File: config.mk
export PLATFORM = sky130hd
export DESIGN_NAME = uart_irq_ctrl
export DESIGN_NICKNAME = d
export VERILOG_FILES = /design/src/rtl/uirq_pkg.sv /design/src/rtl/uirq_fifo_cond.sv /design/src/rtl/uirq_evt_gen.sv /design/src/rtl/uirq_pend_cell.sv /design/src/rtl/uart_irq_ctrl.sv
export SDC_FILE = /design/constraint.sdc
export NUM_CORES = 1
export LEC_CHECK = 0
export BUFFER_PORTS_ARGS = -buffer_cell sky130_fd_sc_hd__buf_2
export CAP_MARGIN = 20
export CORE_MARGIN = 2
export CORE_UTILIZATION = 43
export CTS_BUF_LIST = sky130_fd_sc_hd__clkbuf_8
export CTS_CLUSTER_SIZE = 25
export DETAILED_ROUTE_END_ITERATION = 10
export PLACE_DENSITY = 0.83
export SETUP_SLACK_MARGIN = 0.1
export SYNTH_ARGS = -nofsm -noshare
export SYNTH_HDL_FRONTEND = slang
export SYNTH_HIERARCHICAL = 1
export SYNTH_SLANG_ARGS = --single-unit
File: constraint.sdc
create_clock -name clk -period 2 [get_ports clk]
set_input_delay 0.2 -clock clk [delete_from_list [all_inputs] [get_ports clk]]
set_output_delay 0.2 -clock clk [all_outputs]
set_load 0.05 [all_outputs]
File: src/rtl/uirq_pkg.sv
package uirq_pkg;

    localparam int unsigned NSRC = 4;

    // bit positions shared by every 4-bit vector
    localparam int unsigned SRC_RX  = 0;
    localparam int unsigned SRC_ERR = 1;
    localparam int unsigned SRC_TX  = 2;
    localparam int unsigned SRC_MDM = 3;

    typedef enum logic [1:0] {
        ADDR_CLR_PEND = 2'd0,
        ADDR_CLR_SRC  = 2'd1,
        ADDR_MASK     = 2'd2,
        ADDR_NONE     = 2'd3
    } uirq_addr_e;

    typedef struct packed {
        logic [NSRC-1:0] evt;    // event this cycle
        logic [NSRC-1:0] level;  // 1: clear beats event
    } uirq_evt_t;

    function automatic int unsigned trig_thresh(input logic [2:0] code,
                                                input int unsigned depth);
        return (32'(code) * depth) >> 3;
    endfunction

endpackage

File: src/rtl/uirq_fifo_cond.sv
module uirq_fifo_cond #(
    parameter int unsigned DEPTH = 16,
    parameter int unsigned CNT_W = 5,
    parameter bit          IS_TX = 1'b0
) (
    input  logic [CNT_W-1:0] count,
    input  logic [2:0]       code,
    output logic             cond
);
    import uirq_pkg::*;

    int unsigned thr;
    int unsigned cnt32;

    always_comb begin
        thr   = trig_thresh(code, DEPTH);
        cnt32 = 32'(count);
    end

    generate
        if (IS_TX) begin : g_tx
            // space available: occupancy at or under the threshold
            assign cond = (cnt32 <= thr);
        end else begin : g_rx
            // data available: occupancy above the threshold
            assign cond = (cnt32 > thr);
        end
    endgenerate

endmodule

File: src/rtl/uirq_evt_gen.sv
module uirq_evt_gen (
    input  logic clk,
    input  logic rst,
    input  logic cond,
    input  logic level_mode,
    output logic evt
);
    logic cond_q;

    always_ff @(posedge clk) begin
        if (rst) cond_q <= 1'b0;
        else     cond_q <= cond;
    end

    assign evt = level_mode ? cond : (cond & ~cond_q);

endmodule

File: src/rtl/uirq_pend_cell.sv
module uirq_pend_cell (
    input  logic clk,
    input  logic rst,
    input  logic evt,
    input  logic level,
    input  logic clr,
    output logic q
);
    logic q_next;

    always_comb begin
        if (level) q_next = (q | evt) & ~clr;   // clear wins, re-sets next edge
        else       q_next = (q & ~clr) | evt;   // new edge survives the clear
    end

    always_ff @(posedge clk) begin
        if (rst) q <= 1'b0;
        else     q <= q_next;
    end

endmodule

File: src/rtl/uart_irq_ctrl.sv
module uart_irq_ctrl #(
    parameter int unsigned DEPTH = 16,
    parameter int unsigned CNT_W = $clog2(DEPTH + 1)
) (
    input  logic             clk,
    input  logic             rst,
    input  logic [CNT_W-1:0] rx_count,
    input  logic [CNT_W-1:0] tx_count,
    input  logic [2:0]       rx_trig,
    input  logic [2:0]       tx_trig,
    input  logic             rx_level_type,
    input  logic             tx_level_type,
    input  logic             err_irq_en,
    input  logic             rx_err_evt,
    input  logic             modem_evt,
    input  logic             wr_en,
    input  logic [1:0]       wr_addr,
    input  logic [3:0]       wr_data,
    output logic [3:0]       src_pend_o,
    output logic [3:0]       pend_o,
    output logic [3:0]       mask_o,
    output logic             irq_o
);
    import uirq_pkg::*;

    logic      rx_cond, tx_cond;
    logic      rx_evt, tx_evt;
    uirq_evt_t ev;
    logic [NSRC-1:0] clr_vec;
    logic [NSRC-1:0] src_q;
    logic [NSRC-1:0] mask_q;
    logic            irq_q;
    uirq_addr_e      addr;

    uirq_fifo_cond #(.DEPTH(DEPTH), .CNT_W(CNT_W), .IS_TX(1'b0)) u_rx_cond (
        .count(rx_count), .code(rx_trig), .cond(rx_cond));

    uirq_fifo_cond #(.DEPTH(DEPTH), .CNT_W(CNT_W), .IS_TX(1'b1)) u_tx_cond (
        .count(tx_count), .code(tx_trig), .cond(tx_cond));

    uirq_evt_gen u_rx_evt (.clk(clk), .rst(rst), .cond(rx_cond),
                           .level_mode(rx_level_type), .evt(rx_evt));
    uirq_evt_gen u_tx_evt (.clk(clk), .rst(rst), .cond(tx_cond),
                           .level_mode(tx_level_type), .evt(tx_evt));

    always_comb begin
        ev = '0;
        ev.evt[SRC_RX]    = rx_evt;
        ev.evt[SRC_ERR]   = rx_err_evt & err_irq_en;
        ev.evt[SRC_TX]    = tx_evt;
        ev.evt[SRC_MDM]   = modem_evt;
        ev.level[SRC_RX]  = rx_level_type;
        ev.level[SRC_TX]  = tx_level_type;
    end

    assign addr = uirq_addr_e'(wr_addr);

    always_comb begin
        clr_vec = '0;
        if (wr_en && (addr == ADDR_CLR_PEND || addr == ADDR_CLR_SRC))
            clr_vec = wr_data;
    end

    genvar gi;
    generate
        for (gi = 0; gi < NSRC; gi++) begin : g_cell
            uirq_pend_cell u_cell (
                .clk(clk), .rst(rst),
                .evt(ev.evt[gi]), .level(ev.level[gi]),
                .clr(clr_vec[gi]), .q(src_q[gi]));
        end
    endgenerate

    always_ff @(posedge clk) begin
        if (rst)                          mask_q <= '0;
        else if (wr_en && addr == ADDR_MASK) mask_q <= wr_data;
    end

    always_ff @(posedge clk) begin
        if (rst) irq_q <= 1'b0;
        else     irq_q <= |(src_q & ~mask_q);
    end

    assign src_pend_o = src_q;
    assign pend_o     = src_q & ~mask_q;
    assign mask_o     = mask_q;
    assign irq_o      = irq_q;

endmodule

### Yosys cells after proc, flatten, opt, wreduce, memory -nomap -nowiden

Index checks and enable logic that the tools add are counted.

* input port bits: 30
* output and inout bits: 13
* register bits after elaboration: 11
* logic and storage cells: 45

* equality and inequality tests: 2
* mux-type cells: 5
* bitwise logic cells: 23
* $lt $le $gt $ge: 2
* reduce and logical (&&, ||, !) cells: 5

Operator list (count)
* $and A1 B1 Y1: 9
* $not A1 Y1: 6
* $or A1 B1 Y1: 6
* $gt A5 B4 Y1: 1
* $le A5 B4 Y1: 1
* $and A4 B4 Y4: 1
* $mux W1: 4
* $mux W4: 1
* $not A4 Y4: 1
* $reduce_or A4 Y1: 1
* $eq A2 B1 Y1 const B: 1
* $eq A2 B2 Y1 const B: 1
* $logic_and A1 B1 Y1: 2
* $logic_not A2 Y1: 1
* $logic_or A1 B1 Y1: 1

### Logic depth before layout (Yosys ltp)

* depth after elaboration: 8
* gate-level depth with buffers: 8
* depth with buffers taken out: 8

### By module

Netlist, hierarchy kept.

Modules (own cells, without submodules)
* uart_irq_ctrl: area an instance 294.0 um^2, seq. area each 100.1 um^2, times used 1, cells each 32
* uirq_pend_cell: area an instance 38.8 um^2, seq. area each 20.0 um^2, times used 4, cells each 4
* uirq_fifo_cond at u_tx_cond: area an instance 82.6 um^2, seq. area each 0.0 um^2, times used 1, cells each 12
* uirq_fifo_cond at u_rx_cond: area an instance 81.3 um^2, seq. area each 0.0 um^2, times used 1, cells each 11
* uirq_evt_gen: area an instance 37.5 um^2, seq. area each 20.0 um^2, times used 2, cells each 4

### Worst setup path before layout

OpenSTA, ideal clock, no wires.

* path kind: register to register
* from: reg g_cell[1].u_cell.q
* to: reg irq_q, in the netlist irq_o
* required time: 1937 ps
* path buffers: 0
* setup slack: 252 ps
* data arrival time: 1686 ps
* stages on the path, launching flop included: 3
* period minus slack after synthesis: 1748 ps
* setup time: 63 ps
* cells stage by stage: dfxtp_1 -> nor2b_1 -> o41a_1

* word-level cells in the longest chain between the ends: 2

RTL lines
* start: declaration: RTL line uirq_pend_cell.sv:7 `output logic q`
* start signal: assignment: RTL line uirq_pend_cell.sv:18 `else q <= q_next;`
* $and A4 B4 Y4
* named net pend_o[1]: RTL line uart_irq_ctrl.sv:20 `output logic [3:0] pend_o,`
* $reduce_or A4 Y1: RTL line uart_irq_ctrl.sv:81 `else irq_q <= |(src_q & ~mask_q);`
* end signal: assignment: RTL line uart_irq_ctrl.sv:81
* end: declaration: RTL line uart_irq_ctrl.sv:32 `logic irq_q;`

The timed path passes the listed nets, and every way through them passes these cells.
A chain may end at the register's enable or synchronous reset.

### Final worst setup path

* from: reg g_cell[0].u_cell.q
* to: out pend_o[0]

* word-level cells in the longest chain between the ends: 1

RTL lines
* start: declaration: RTL line uirq_pend_cell.sv:7
* start signal: assignment: RTL line uirq_pend_cell.sv:18
* $and A4 B4 Y4: RTL line uart_irq_ctrl.sv:85 `assign pend_o = src_q & ~mask_q;`
* end: declaration: RTL line uart_irq_ctrl.sv:20

Every way passes these cells.

==> out/summary.txt <==
n_diodes = 0
crit-path max FO = 3
Seq. cell area = 220 sq um
unrepaired setup endpoints after global routing = false
routed vias/inst = 4.93
Netlist Area Pre-Place = 688 sq um
final slew viol count = 0
worst hold slack = 0.234 ns
Highest Clock Rate = 783 MHz
async set-reset flop share out of synthesis = 0%
root cell of the clock tree = clkbuf_8
wire length per cell = 10.6 um
Initial DRT Pass Iterations = 4
critical path arrival = 1.08 ns
Layout Utilization = 63.9%
vias in the first global route = 649
GRT Util Overall = 17.4%
CTS Buf Count = 3
row count = 14
Congestion Overflow GR = 0
Nets = 162
clock-pin slew on the worst setup and hold paths = 0.05 ns
hpwl dp = 1230 um
Chip Width = 44.0 um
I/O pin count = 43
Post-synth EDFFs = 0
layout cells sized above 1 = 36.8%
Top FF cell, synth = dfxtp_1
area growth from synthesis to layout = 39.8%
Core Box Area = 0.00151 sq mm
post-synth top area share = 32.0%
Die H = 44.0 um
WP data required = 1.80 ns
final WL = 1500 um
Finish-stage setup viols = 0
port bufs = 42
MaxCap Viol Count = 0
commonest non-fill, non-tap cells in the layout = buf_2 (42), nand2b_1 (11), inv_1 (11), dfxtp_1 (11), nor2b_1 (7)
Filler Cells Inserted = 143
Detail Route Antenna Nets = 0
leakage power = 0.520 nW
leading area contributor after synthesis = dfxtp_1
Final Skew = 0.00133 ns
setup TNS = 0 ns
first-pass GRT wire length = 2420 um
PwrDens = 692 mW/mm^2
period utilization = 63.9%
cts hold-fix bufs = 0
Tmin final = 1.28 ns
H-tree levels = 1
endpoint type of the worst setup path = output port
top post-synthesis cells by area = dfxtp_1 (32%), ha_1 (11%), nand2b_1 (10%)
Hold/Removal Path Class = primary input to register
clk_lat worst skew = 0.24 ns
die area = 0.00194 sq mm
Max rail drop VDD = 0.375 mV
post-synthesis sequential area ratio = 32.0%
number of setup buffers added after CTS = 0
post_cts resized = 0
Cell variety after synth = 22
CTS Buffer Depth = 2
WS Path Type = register to output port
Fin. Hold Viols = 0
initial antenna violation count = 0
Yosys warning total = 6
largest net degree at the start of global routing = 16
Sinks on Clock Net = 11
Multi-input gate area = 429 sq um
crit path launch type = register
Initial Util = 45.7%
Post-Syn Area per Cell = 8.71 sq um
Yosys reg bits = 11
most common cell after layout, fill and taps aside = buf_2
via count = 695
CTS tree = yes
status = complete, no violations
DRC = 0
Placer Congestion = 0.750
Post-Syn Instances = 79
drt initial violations = 8
==> metrics by stage <==
stage | cells | total power [W] | area (sq um) | setup slack [ns]
after detailed placement | 137 | 0.000457 | 917 | 0.515
after floorplan | 80 | 0.000392 | 692 | 0.252
final | 141 | 0.000666 | 962 | 0.723
after global routing | 141 | 0.000700 | 962 | 0.625
after global placement | 137 | 0.000448 | 917 | 0.573
after CTS | 141 | 0.000674 | 962 | 0.721
==> final timing paths <==
kind | startpoint | end | slack [ns] | cells past startpoint
max | g_cell[0].u_cell/q$_SDFF_PP0_ | pend_o[0] | 0.72 | 2
min | wr_data[2] | mask_o[2]$_SDFFE_PP0P_ | 0.23 | 3
max reg2reg | g_cell[2].u_cell/q$_SDFF_PP0_ | irq_o$_SDFF_PP0_ | 1.01 | 2
min reg2reg | mask_o[3]$_SDFFE_PP0P_ | mask_o[3]$_SDFFE_PP0P_ | 0.50 | 2
==> where the power goes <==
part           internal (W)  switching [W]  total (W)
sequential         0.000236     0.00000959   0.000246
combinational     0.0000770       0.000129   0.000206
clock              0.000134      0.0000800   0.000214
total              0.000448       0.000218   0.000666
==> flip-flops by register name, summed over array words and instances, names as in the netlist <==
| name | count |
|---|---|
| u_tx_evt/cond_q | 1 |
| irq_o | 1 |
| u_rx_evt/cond_q | 1 |
| mask_o | 4 |
| g_cell.u_cell/q | 4 |
==> Yosys cell counts, drive strengths merged, types with 2 or more instances <==
cell type  instances
a21boi             2
nor2b              8
inv               10
ha                 6
and2               5
o21bai             5
a21oi              4
o21ai              2
nand4b             2
mux2i              4
nand2b            11
dfxtp             11
==> critical path: stages, from the launching register on <==
cell and delay [ns]:
dfxtp_1 0.34, nor2b_1 0.21, buf_2 0.30
==> routing by layer <==
metal	up-vias	global-route usage [%]	wire length (um)
met5	-	0	0
met4	0	14.5	53
met3	4	2.92	117
met2	31	31.5	705
met1	309	17.0	623
li1	351	-	-
==> area by class of cell <==
type                       instances  share of cell area (%)
clock buffer                       3                    4.29
clock inverter                     1                   0.390
inverter                          10                    3.90
multi-input combinational         58                    44.6
sequential                        11                    22.9
tap                               16                    2.08
timing repair buffer              42                    21.8
==> cell families after synthesis <==
family	share of synthesized area, %
flops	32.0
compound gates	14.5
simple gates	30.0
mux	5.82
other cells	0.545
fa+ha+maj	10.9
buf+inv	6.18
Power figures use the tool's default switching activity.
